File: src/rtl/cmd_serial_pkg.sv
package cmd_serial_pkg;

    typedef enum logic [2:0] {
        S_CMD   = 3'd0,
        S_WRITE = 3'd1,
        S_LOAD  = 3'd2,
        S_READ  = 3'd3,
        S_CWAIT = 3'd4
    } state_t;

    localparam logic [2:0] A_STATUS = 3'd0;
    localparam logic [2:0] A_MODE   = 3'd1;
    localparam logic [2:0] A_CONFIG = 3'd2;
    localparam logic [2:0] A_DATA   = 3'd3;
    localparam logic [2:0] A_IDENT  = 3'd4;
    localparam logic [2:0] A_PORT   = 3'd5;
    localparam logic [2:0] A_OFFS   = 3'd6;
    localparam logic [2:0] A_GAIN   = 3'd7;

    localparam logic [7:0] CMD_STREAM_ON  = 8'h5C;
    localparam logic [7:0] CMD_STREAM_OFF = 8'h58;

    // number of data bits carried by a register address
    function automatic int unsigned reg_bits(input logic [2:0] a, input int unsigned dw);
        int unsigned n;
        unique case (a)
            A_STATUS, A_IDENT, A_PORT: n = 8;
            A_MODE, A_CONFIG:          n = 16;
            default:                   n = dw;
        endcase
        return n;
    endfunction

    // addresses whose write data is discarded
    function automatic logic write_dropped(input logic [2:0] a);
        return (a == A_STATUS) || (a == A_DATA) || (a == A_IDENT);
    endfunction

endpackage

File: src/rtl/cmd_serial_edges.sv
module cmd_serial_edges (
    input  logic clk,
    input  logic rst_n,
    input  logic sclk,
    input  logic rdy_n,
    output logic sclk_rise,
    output logic sclk_fall,
    output logic rdy_fall
);

    logic sclk_q;
    logic rdy_q;

    always_ff @(posedge clk or negedge rst_n) begin
        if (!rst_n) begin
            sclk_q <= 1'b1;
            rdy_q  <= 1'b1;
        end else begin
            sclk_q <= sclk;
            rdy_q  <= rdy_n;
        end
    end

    assign sclk_rise = sclk & ~sclk_q;
    assign sclk_fall = ~sclk & sclk_q;
    assign rdy_fall  = ~rdy_n & rdy_q;

endmodule

File: src/rtl/cmd_serial_resync.sv
module cmd_serial_resync #(
    parameter int ONES = 32
) (
    input  logic clk,
    input  logic rst_n,
    input  logic sample,
    input  logic din,
    output logic fire
);

    localparam int CW = (ONES > 2) ? $clog2(ONES) : 1;
    localparam logic [CW-1:0] LAST = CW'(ONES - 1);

    logic [CW-1:0] run_cnt;

    always_ff @(posedge clk or negedge rst_n) begin
        if (!rst_n) begin
            run_cnt <= '0;
            fire    <= 1'b0;
        end else begin
            fire <= 1'b0;
            if (sample) begin
                if (!din) begin
                    run_cnt <= '0;
                end else if (run_cnt == LAST) begin
                    run_cnt <= '0;
                    fire    <= 1'b1;
                end else begin
                    run_cnt <= run_cnt + 1'b1;
                end
            end
        end
    end

    // resync is a single-cycle pulse
    assert_fire_pulse_R10: assert property (@(posedge clk) disable iff (!rst_n)
        fire |=> !fire);

    // a zero sample always clears the run
    assert_zero_clears_R11: assert property (@(posedge clk) disable iff (!rst_n)
        (sample && !din) |=> (run_cnt == '0 && !fire));

endmodule

File: src/rtl/cmd_serial_slave.sv
module cmd_serial_slave
    import cmd_serial_pkg::*;
#(
    parameter int DATA_W      = 24,
    parameter int RESYNC_ONES = 32
) (
    input  logic              clk,
    input  logic              rst_n,
    input  logic              sclk,
    input  logic              din,
    output logic              dout,
    input  logic              rdy_n,
    output logic              wr_en,
    output logic [2:0]        wr_addr,
    output logic [DATA_W-1:0] wr_data,
    output logic [2:0]        rd_addr,
    output logic              rd_stb,
    input  logic [DATA_W-1:0] rd_data,
    output logic              soft_rst
);

    localparam int CNT_W = $clog2(DATA_W + 1);
    localparam logic [CNT_W-1:0] CMD_LAST = CNT_W'(7);
    localparam logic [CNT_W-1:0] FULL_LEN = CNT_W'(DATA_W);
    localparam logic [CNT_W-1:0] ONE      = CNT_W'(1);

    state_t              state;
    state_t              state_nx;
    logic [CNT_W-1:0]    bitcnt;
    logic [CNT_W-1:0]    len;
    logic [DATA_W-1:0]   sh;
    logic [7:0]          cap;
    logic [2:0]          cur_addr;
    logic                cont_q;
    logic                exit_pend;
    logic                shift_pend;

    logic sclk_rise;
    logic sclk_fall;
    logic rdy_fall;

    cmd_serial_edges u_edges (
        .clk       (clk),
        .rst_n     (rst_n),
        .sclk      (sclk),
        .rdy_n     (rdy_n),
        .sclk_rise (sclk_rise),
        .sclk_fall (sclk_fall),
        .rdy_fall  (rdy_fall)
    );

    cmd_serial_resync #(.ONES(RESYNC_ONES)) u_resync (
        .clk    (clk),
        .rst_n  (rst_n),
        .sample (sclk_rise),
        .din    (din),
        .fire   (soft_rst)
    );

    // command decode from the shift register plus the bit now on din
    logic [7:0] cmd_full;
    logic [2:0] cmd_addr;
    logic       cmd_read;
    logic       cmd_go;
    logic       cmd_last;
    logic       data_last;
    logic       exit_hit;

    assign cmd_full  = {sh[6:0], din};
    assign cmd_addr  = cmd_full[5:3];
    assign cmd_read  = cmd_full[6];
    assign cmd_go    = sclk_rise && !(bitcnt == '0 && din);
    assign cmd_last  = cmd_go && (bitcnt == CMD_LAST);
    assign data_last = sclk_rise && (bitcnt == len - ONE);
    assign exit_hit  = cont_q && sclk_rise && (bitcnt == CMD_LAST)
                       && ({cap[6:0], din} == CMD_STREAM_OFF) && !rdy_n;

    assign rd_addr = cur_addr;
    assign dout    = (state == S_READ) ? sh[DATA_W-1] : 1'b1;

    // next-state logic
    always_comb begin
        state_nx = state;
        unique case (state)
            S_CMD: begin
                if (cmd_last) begin
                    if (cmd_full == CMD_STREAM_ON)
                        state_nx = S_CWAIT;
                    else if (cmd_read)
                        state_nx = S_LOAD;
                    else if (cmd_addr != A_STATUS)
                        state_nx = S_WRITE;
                    else
                        state_nx = S_CMD;
                end
            end
            S_WRITE: if (data_last) state_nx = S_CMD;
            S_LOAD:  state_nx = S_READ;
            S_READ:  if (data_last) state_nx = (cont_q && !exit_pend) ? S_CWAIT : S_CMD;
            S_CWAIT: if (rdy_fall) state_nx = S_LOAD;
            default: state_nx = S_CMD;
        endcase
    end

    // state register
    always_ff @(posedge clk or negedge rst_n) begin
        if (!rst_n)
            state <= S_CMD;
        else if (soft_rst)
            state <= S_CMD;
        else
            state <= state_nx;
    end

    // datapath and strobes
    always_ff @(posedge clk or negedge rst_n) begin
        if (!rst_n) begin
            bitcnt     <= '0;
            len        <= FULL_LEN;
            sh         <= '0;
            cap        <= '0;
            cur_addr   <= A_STATUS;
            cont_q     <= 1'b0;
            exit_pend  <= 1'b0;
            shift_pend <= 1'b0;
            wr_en      <= 1'b0;
            wr_addr    <= A_STATUS;
            wr_data    <= '0;
            rd_stb     <= 1'b0;
        end else if (soft_rst) begin
            bitcnt     <= '0;
            len        <= FULL_LEN;
            sh         <= '0;
            cap        <= '0;
            cur_addr   <= A_STATUS;
            cont_q     <= 1'b0;
            exit_pend  <= 1'b0;
            shift_pend <= 1'b0;
            wr_en      <= 1'b0;
            rd_stb     <= 1'b0;
        end else begin
            wr_en  <= 1'b0;
            rd_stb <= 1'b0;
            unique case (state)
                S_CMD: begin
                    if (cmd_last) begin
                        bitcnt   <= '0;
                        sh       <= '0;
                        cur_addr <= cmd_addr;
                        len      <= CNT_W'(reg_bits(cmd_addr, DATA_W));
                        if (cmd_full == CMD_STREAM_ON) cont_q <= 1'b1;
                    end else if (cmd_go) begin
                        sh     <= {sh[DATA_W-2:0], din};
                        bitcnt <= bitcnt + ONE;
                    end
                end
                S_WRITE: begin
                    if (data_last) begin
                        bitcnt <= '0;
                        sh     <= '0;
                        if (!write_dropped(cur_addr)) begin
                            wr_en   <= 1'b1;
                            wr_addr <= cur_addr;
                            wr_data <= {sh[DATA_W-2:0], din};
                        end
                    end else if (sclk_rise) begin
                        sh     <= {sh[DATA_W-2:0], din};
                        bitcnt <= bitcnt + ONE;
                    end
                end
                S_LOAD: begin
                    sh         <= rd_data << (FULL_LEN - len);
                    rd_stb     <= 1'b1;
                    bitcnt     <= '0;
                    cap        <= '0;
                    exit_pend  <= 1'b0;
                    shift_pend <= 1'b0;
                end
                S_READ: begin
                    if (sclk_fall && shift_pend) begin
                        sh         <= {sh[DATA_W-2:0], 1'b0};
                        shift_pend <= 1'b0;
                    end
                    if (sclk_rise) begin
                        cap        <= {cap[6:0], din};
                        shift_pend <= 1'b1;
                        if (exit_hit) exit_pend <= 1'b1;
                        if (data_last) begin
                            bitcnt <= '0;
                            if (exit_pend) cont_q <= 1'b0;
                        end else begin
                            bitcnt <= bitcnt + ONE;
                        end
                    end
                end
                S_CWAIT: begin
                    if (rdy_fall) begin
                        cur_addr <= A_DATA;
                        len      <= FULL_LEN;
                    end
                end
                default: ;
            endcase
        end
    end

    // write strobe lasts one cycle
    assert_wr_pulse_R3: assert property (@(posedge clk) disable iff (!rst_n)
        wr_en |=> !wr_en);

    // no strobe toward a discarded address
    assert_no_ro_write_R5: assert property (@(posedge clk) disable iff (!rst_n)
        wr_en |-> !(wr_addr == A_STATUS || wr_addr == A_DATA || wr_addr == A_IDENT));

    // read strobe lasts one cycle and is followed by shifting
    assert_rd_pulse_R6: assert property (@(posedge clk) disable iff (!rst_n)
        rd_stb |-> (state == S_READ) ##1 !rd_stb);

    // readout never counts past the register length
    assert_len_bound_R4: assert property (@(posedge clk) disable iff (!rst_n)
        (state == S_READ) |-> (bitcnt < len));

    // streaming mode never collects write data
    assert_stream_no_write_R8: assert property (@(posedge clk) disable iff (!rst_n)
        cont_q |-> (state != S_WRITE));

    // resync returns to command wait with streaming off
    assert_resync_home_R10: assert property (@(posedge clk) disable iff (!rst_n)
        soft_rst |=> (state == S_CMD && !cont_q && bitcnt == '0));

endmodule

File: config.mk
export PLATFORM = sky130hd
export DESIGN_NAME = cmd_serial_slave
export DESIGN_NICKNAME = d
export VERILOG_FILES = /design/src/rtl/cmd_serial_pkg.sv /design/src/rtl/cmd_serial_edges.sv /design/src/rtl/cmd_serial_resync.sv /design/src/rtl/cmd_serial_slave.sv
export SDC_FILE = /design/constraint.sdc
export NUM_CORES = 1
export LEC_CHECK = 0
export ABC_AREA = 1
export BUFFER_PORTS_ARGS = -buffer_cell sky130_fd_sc_hd__buf_2
export CAP_MARGIN = 40
export CORE_AREA = 10 10 110 112
export DETAILED_ROUTE_END_ITERATION = 7
export DIE_AREA = 0 0 120 122
export PLACE_DENSITY = 0.7
export RECOVER_POWER = 100
export SKIP_CTS_REPAIR_TIMING = 1
export SLEW_MARGIN = 10
export SYNTH_ARGS = -nofsm -noshare
export SYNTH_HDL_FRONTEND = slang
export SYNTH_SLANG_ARGS = --single-unit
File: constraint.sdc
create_clock -name clk -period 1.7 [get_ports clk]
set_input_delay 0 -clock clk [delete_from_list [all_inputs] [get_ports clk]]
set_output_delay 0 -clock clk [all_outputs]
set_load 0.05 [all_outputs]
Word level (Yosys, flattened, before mapping)
Index checks and enable logic that the tools add are counted.
{"block": "totals", "regBits": 87, "output_inout_bits": 34, "elab_cells": 156}
{"block": "classes", "addsub": 4, "eq_ne": 27, "shift": 1, "mux": 64, "n_bitwise": 8, "n_reduce_logical": 35}
{"cell": "2-to-1 mux 24 bit", "n": 6}
{"cell": "one-hot mux 24 bit (4 select lines)", "n": 1}
{"cell": "2-to-1 mux 5 bit", "n": 12}
{"cell": "2-to-1 mux 3 bit", "n": 10}
{"cell": "inequality test 3 x 2 -> 1 bit, second input constant", "n": 8}
{"cell": "left shift 24 x 5 -> 24 bit", "n": 1}
{"cell": "2-to-1 mux 1 bit", "n": 23}
{"cell": "one-hot mux 5 bit (2 select lines)", "n": 2}
{"cell": "one-hot mux 5 bit (4 select lines)", "n": 1}
{"cell": "equality test 8 x 7 -> 1 bit, second input constant", "n": 2}
{"cell": "AND reduction 4 bit", "n": 4}
{"cell": "one-hot mux 3 bit (5 select lines)", "n": 1}
{"cell": "2-to-1 mux 7 bit", "n": 2}
{"cell": "one-hot mux 7 bit (2 select lines)", "n": 1}
{"cell": "equality test 3 x 2 -> 1 bit, second input constant", "n": 4}
{"cell": "equality test 3 bit, second input constant", "n": 4}
{"cell": "nonzero test 3 bit", "n": 4}
{"cell": "adder 5 x 1 -> 5 bit, second input constant", "n": 2}
{"cell": "logical AND 1 bit", "n": 10}
{"cell": "logical NOT 3 bit", "n": 3}
{"cell": "inequality test 4 x 3 -> 1 bit, second input constant", "n": 2}
{"cell": "equality test 3 x 1 -> 1 bit, second input constant", "n": 2}
{"cell": "one-hot mux 1 bit (2 select lines)", "n": 3}
{"cell": "one-hot mux 3 bit (2 select lines)", "n": 1}
{"cell": "other kinds (19)", "n": 30}

Logic depth before layout (Yosys ltp)
{"block": "depth", "depth_word": 10, "depth_mapped": 13, "ltp_nobuf": 12}

By module
A second synthesis with hierarchy kept.
{"block": "hier_totals", "hier_cells": 717, "area_unflattened_um2": 4936.0}
{"module": "cmd_serial_slave", "n_inst": 1, "cells_per_inst": 673, "area_each_um2": 4546.9}
{"module": "cmd_serial_resync", "n_inst": 1, "cells_per_inst": 36, "area_each_um2": 314.1}
{"module": "cmd_serial_edges", "n_inst": 1, "cells_per_inst": 8, "area_each_um2": 75.1}

Least setup slack after synthesis
OpenSTA, ideal clock, no wires.
{"block": "synth_timing", "kind": "reg2reg", "from": "register u_resync.fire", "to": "register sh[16]", "setup_time_ps": 65, "arrival_ps": 1549, "required_ps": 1635, "setup_slack_ps": 86, "path_stages_with_launch": 10, "n_path_buf": 1, "synth_period_minus_slack_ps": 1614, "path_cell_list": "dfrtp_1 -> inv_2 -> nand3_1 -> nand2_1 -> inv_2 -> nand3_4 -> nor2_4 -> buf_6 -> nand3_1 -> nand2_1"}
{"block": "synth_between", "elab_chain_cells": 2}
{"element": "start, declared", "line": "cmd_serial_resync.sv:8", "text": "output logic fire"}
{"element": "start signal, assigned", "line": "cmd_serial_resync.sv:19", "text": "fire <= 1'b0;"}
{"element": "start signal, assigned", "line": "cmd_serial_resync.sv:21", "text": "fire <= 1'b0;"}
{"element": "start signal, assigned", "line": "cmd_serial_resync.sv:27", "text": "fire <= 1'b1;"}
{"element": "inequality test 4 x 3 -> 1 bit (no source line) (tied with other cells)"}
{"element": "AND reduction 4 bit (no source line)"}
{"element": "end signal, assigned", "line": "cmd_serial_slave.sv:153", "text": "sh <= {sh[DATA_W-2:0], din};"}
{"element": "end signal, assigned", "line": "cmd_serial_slave.sv:167", "text": "sh <= {sh[DATA_W-2:0], din};"}
{"element": "end signal, assigned", "line": "cmd_serial_slave.sv:172", "text": "sh <= rd_data << (FULL_LEN - len);"}
{"element": "end, declared", "line": "cmd_serial_slave.sv:31", "text": "logic [DATA_W-1:0] sh;"}
Several ways; a longest one is shown, not always the timed one.
A chain may end at the register's enable or synchronous reset.

Final worst setup path
{"block": "layout_timing", "from": "register bitcnt[1]", "to": "register sh[2]"}
{"block": "layout_between", "elab_chain_cells": 8}
{"element": "start, declared", "line": "cmd_serial_slave.sv:29", "text": "logic [CNT_W-1:0] bitcnt;"}
{"element": "start signal, assigned", "line": "cmd_serial_slave.sv:154", "text": "bitcnt <= bitcnt + ONE;"}
{"element": "start signal, assigned", "line": "cmd_serial_slave.sv:168", "text": "bitcnt <= bitcnt + ONE;"}
{"element": "start signal, assigned", "line": "cmd_serial_slave.sv:192", "text": "bitcnt <= bitcnt + ONE;"}
{"element": "logical NOT 5 bit", "line": "cmd_serial_slave.sv:72", "text": "assign cmd_go = sclk_rise && !(bitcnt == '0 && din);"}
{"element": "logical AND 1 bit", "line": "cmd_serial_slave.sv:72"}
{"element": "logical NOT 1 bit", "line": "cmd_serial_slave.sv:72"}
{"element": "logical AND 1 bit", "line": "cmd_serial_slave.sv:72"}
{"element": "logical AND 1 bit", "line": "cmd_serial_slave.sv:73", "text": "assign cmd_last = cmd_go && (bitcnt == CMD_LAST);"}
{"element": "2-to-1 mux 24 bit", "line": "cmd_serial_slave.sv:146", "text": "if (cmd_last) begin"}
{"element": "one-hot mux 24 bit (4 select lines)", "line": "cmd_serial_slave.sv:144", "text": "unique case (state)"}
{"element": "2-to-1 mux 24 bit", "line": "cmd_serial_slave.sv:130", "text": "end else if (soft_rst) begin"}
Several ways; a longest one is shown, not always the timed one.

==> metrics.txt <==
clk root buf=clkbuf_8; Synth area leader=dfrtp_1; antenna violations before repair=0; core area=10000 um^2; post-synthesis compound-gate area fraction=0.118; Max Fanout on Critical Path=12; first-pass GRT wire length=22400 um; Psw=0.00444 W; element type at the critical path end=flip-flop; final setup margin=-0.0128 ns; worst path arrival time=2.02 ns; Lkg Pwr=3.03 nW; Int Power=0.00513 W; worst r2r dst=sh[2]; combinational group share of total power=0.538; relative slew slack=0.457; DIE AREA=14600 um^2; RSZ-0062 raised after global routing=yes; slowest CP cell=dfrtp_1; io pins=63; Routed WL=15800 um; CTS Buf Count=9; post-synthesis sequential area ratio=0.432; Cells after DPL=903; layout cells sized above 1=0.226; WS Path Type=reg -> reg; flop and latch count out of synthesis=84; setup tns final=-0.0156 ns; Syn Inst Count=700; CP endpoint=sh[2]; final hold viol count=0; f_max=584 MHz; Synth Area in XOR/XNOR=0; CP delay by family, top=simple AND/OR/NAND/NOR gates; Final setup viols=2; Slew Limit Fails=0; crit-path most repeated cell=nand2_1; drt first pass iters=5; Slew @ Worst Pin=0.815 ns; Final Total Pwr=0.00958 W; DP HPWL=9940 um; gpl congestion=0.916; Port Buffers=62; top cell type's share of synthesized area=0.410; CP bufs+invs=2; hold path start=din; critical-path cell list=inv_1 -> ha_1 -> nand3_1 -> nand2_1 -> nand2_1 -> nand3_4 -> nor2_4 -> buf_12 -> nand3_1 -> nand2_1; multiplexer share of the synthesized area=0; layout net count=836; H-tree depth=3; diode count=0; CP max stage delay=0.43 ns; effective utilization at floorplan=0.486; startpoint class of the critical path=flip-flop; synth top area cells=dfrtp_1 (41%), nand2_1 (14%), nand3_1 (10%); CTS clk-pin slew, worst paths=0.08 ns; GRT Util Overall=0.187; clk sinks=84; Syn Area/Cell=6.97 um^2; Avg WL per Cell=16.7 um; die span in x=120 um; GRT overflow=0; vias after detailed routing=5188; violations in the final reports=setup timing; area delta synth->final=27.7%; simple-gate portion of the synthesized area=0.352; Levels on crit path=10; Min-Delay Path Class=in -> reg; sw frac=0.464; worst endpoint required time=2.00 ns; Clk network pwr share=0.154; Via density=5.50; Cell Count, Final, Fillers Out=944; Iter 0 DRT Violations=569; peak supply drop=0.763 mV; DRC viols=0; largest family of logic cells by synthesized area=simple AND/OR/NAND/NOR gates; Flop pwr share=0.308; worst skew pair latency=0.37 ns; crit path time final=1.71 ns; Post-Synth Adder-Cell Area=0.0103; Max Root-Sink Buffers=2; Mapped Area=4880 um^2; reg2reg start=bitcnt[1]; PwrDens=1540 nW/um^2; Critical Path Source=bitcnt[1]; Final ANT Viol Nets=0; max cap viols=0; largest net degree at the start of global routing=56; cells on worst reg2reg path=10; run status=finished, violations left; r2r setup slk=-0.01 ns; syn_nets=733; CTS tree=built; number of global-route vias before repair=4547; Util after Layout=0.620; synth warn=0; Setup Skew=0.00960 ns; row count=37; crit share post-route=1.01; library cells used by synthesis=30; die height=122 um
## cells in the mapped netlist
cell type  instances
a211oi_1           1
a21oi_1           16
buf_2             12
buf_4              2
buf_6              2
clkbuf_1          16
dfrtp_1           80
dfstp_2            4
ha_1               4
inv_1             61
inv_2             12
nand2_1          187
nand2_2            3
nand3_1           99
nand3_4            1
nand3b_1           2
nand4_1            5
nor2_1            80
nor2_2             4
nor2_4             3
nor3_1             3
nor4_1             1
o211ai_1           2
o21a_1             1
o21ai_0           47
o21ai_1           33
o21bai_1           1
o22ai_1            8
o31ai_1            1
or2_2              9
## metrics by stage
step	hold WS (ns)	setup slack [ns]	area (um^2)
CTS	-0.535	-0.161	5720
global route	0.0384	-0.105	6230
global placement	-0.140	-0.0510	5520
floorplan	-0.296	0.0862	4880
detailed placement	-0.137	-0.142	5520
finish	0.0441	-0.0128	6230
## cells in the final DEF, fill, tap and decap left out, types with 10 or more instances in the layout
cell type,count
nor2_1,76
nand2_2,20
o21ai_0,43
a21oi_1,16
nand2_1,159
dfrtp_1,76
o21ai_1,26
nand3_1,97
buf_4,39
o21ai_2,10
clkbuf_8,11
inv_1,61
nand2_4,10
buf_2,26
clkbuf_1,40
## routing by layer
metal / GRT usage / up-vias / routed length (um) / part of all wire
li1: - / 2470 / - / -
met1: 0.232 / 2422 / 6310 / 0.40
met2: 0.316 / 239 / 7660 / 0.49
met3: 0.0398 / 57 / 1190 / 0.075
met4: 0.0679 / 0 / 621 / 0.039
met5: 0 / - / 0 / 0
## flip-flops by register name (all words and copies together) (netlist names)
signal and count:
sh 24, wr_data 24, cap 7, bitcnt 5, u_resync.run_cnt 5, rd_addr 3, state 3, wr_addr 3
len 2, cont_q 1, exit_pend 1, rd_stb 1, shift_pend 1, u_edges.rdy_q 1, u_edges.sclk_q 1, u_resync.fire 1
wr_en 1
## worst min-delay path, cell delays in order
cell	delay, ns
buf_2	0.11
buf_4	0.16
nand2_1	0.07
nor2_1	0.04
## power by group through the flow
stage / Clock, W / Combinational (W) / Sequential, W
2_1_floorplan: 0 / 0.00303 / 0.00301
3_3_place_gp: 0 / 0.00427 / 0.00293
3_5_place_dp: 0 / 0.00441 / 0.00294
4_1_cts: 0.00150 / 0.00441 / 0.00291
5_1_grt: 0.00159 / 0.00567 / 0.00300
6_report: 0.00148 / 0.00515 / 0.00295
## cell type report
type	instances	area, um^2
clock inverters	1	30.0
inverters	73	284
repair buffers	122	886
fillers	927	3810
multi-input cells	513	2580
clock buffers	15	166
flip-flops and latches	84	2110
well taps	136	170
## how the worst min path moves through the flow
stage	end	depth (start not counted)
finish	u_resync.fire	4
CTS	wr_data[0]	1
global placement	wr_data[0]	1
global route	u_resync.fire	4
floorplan	bitcnt[0]	0
detailed placement	wr_data[0]	1
## kinds of logic (layout without fill, tap and decap cells)
family / Yosys count / in the layout
AND/OR/NAND/NOR: 397 / 399
AO/OA/AOI/OAI: 110 / 110
buffers and inverters: 105 / 211
flip-flops: 84 / 84
adder cells (fa/ha/maj): 4 / 4
Power figures use the tool's default switching activity.
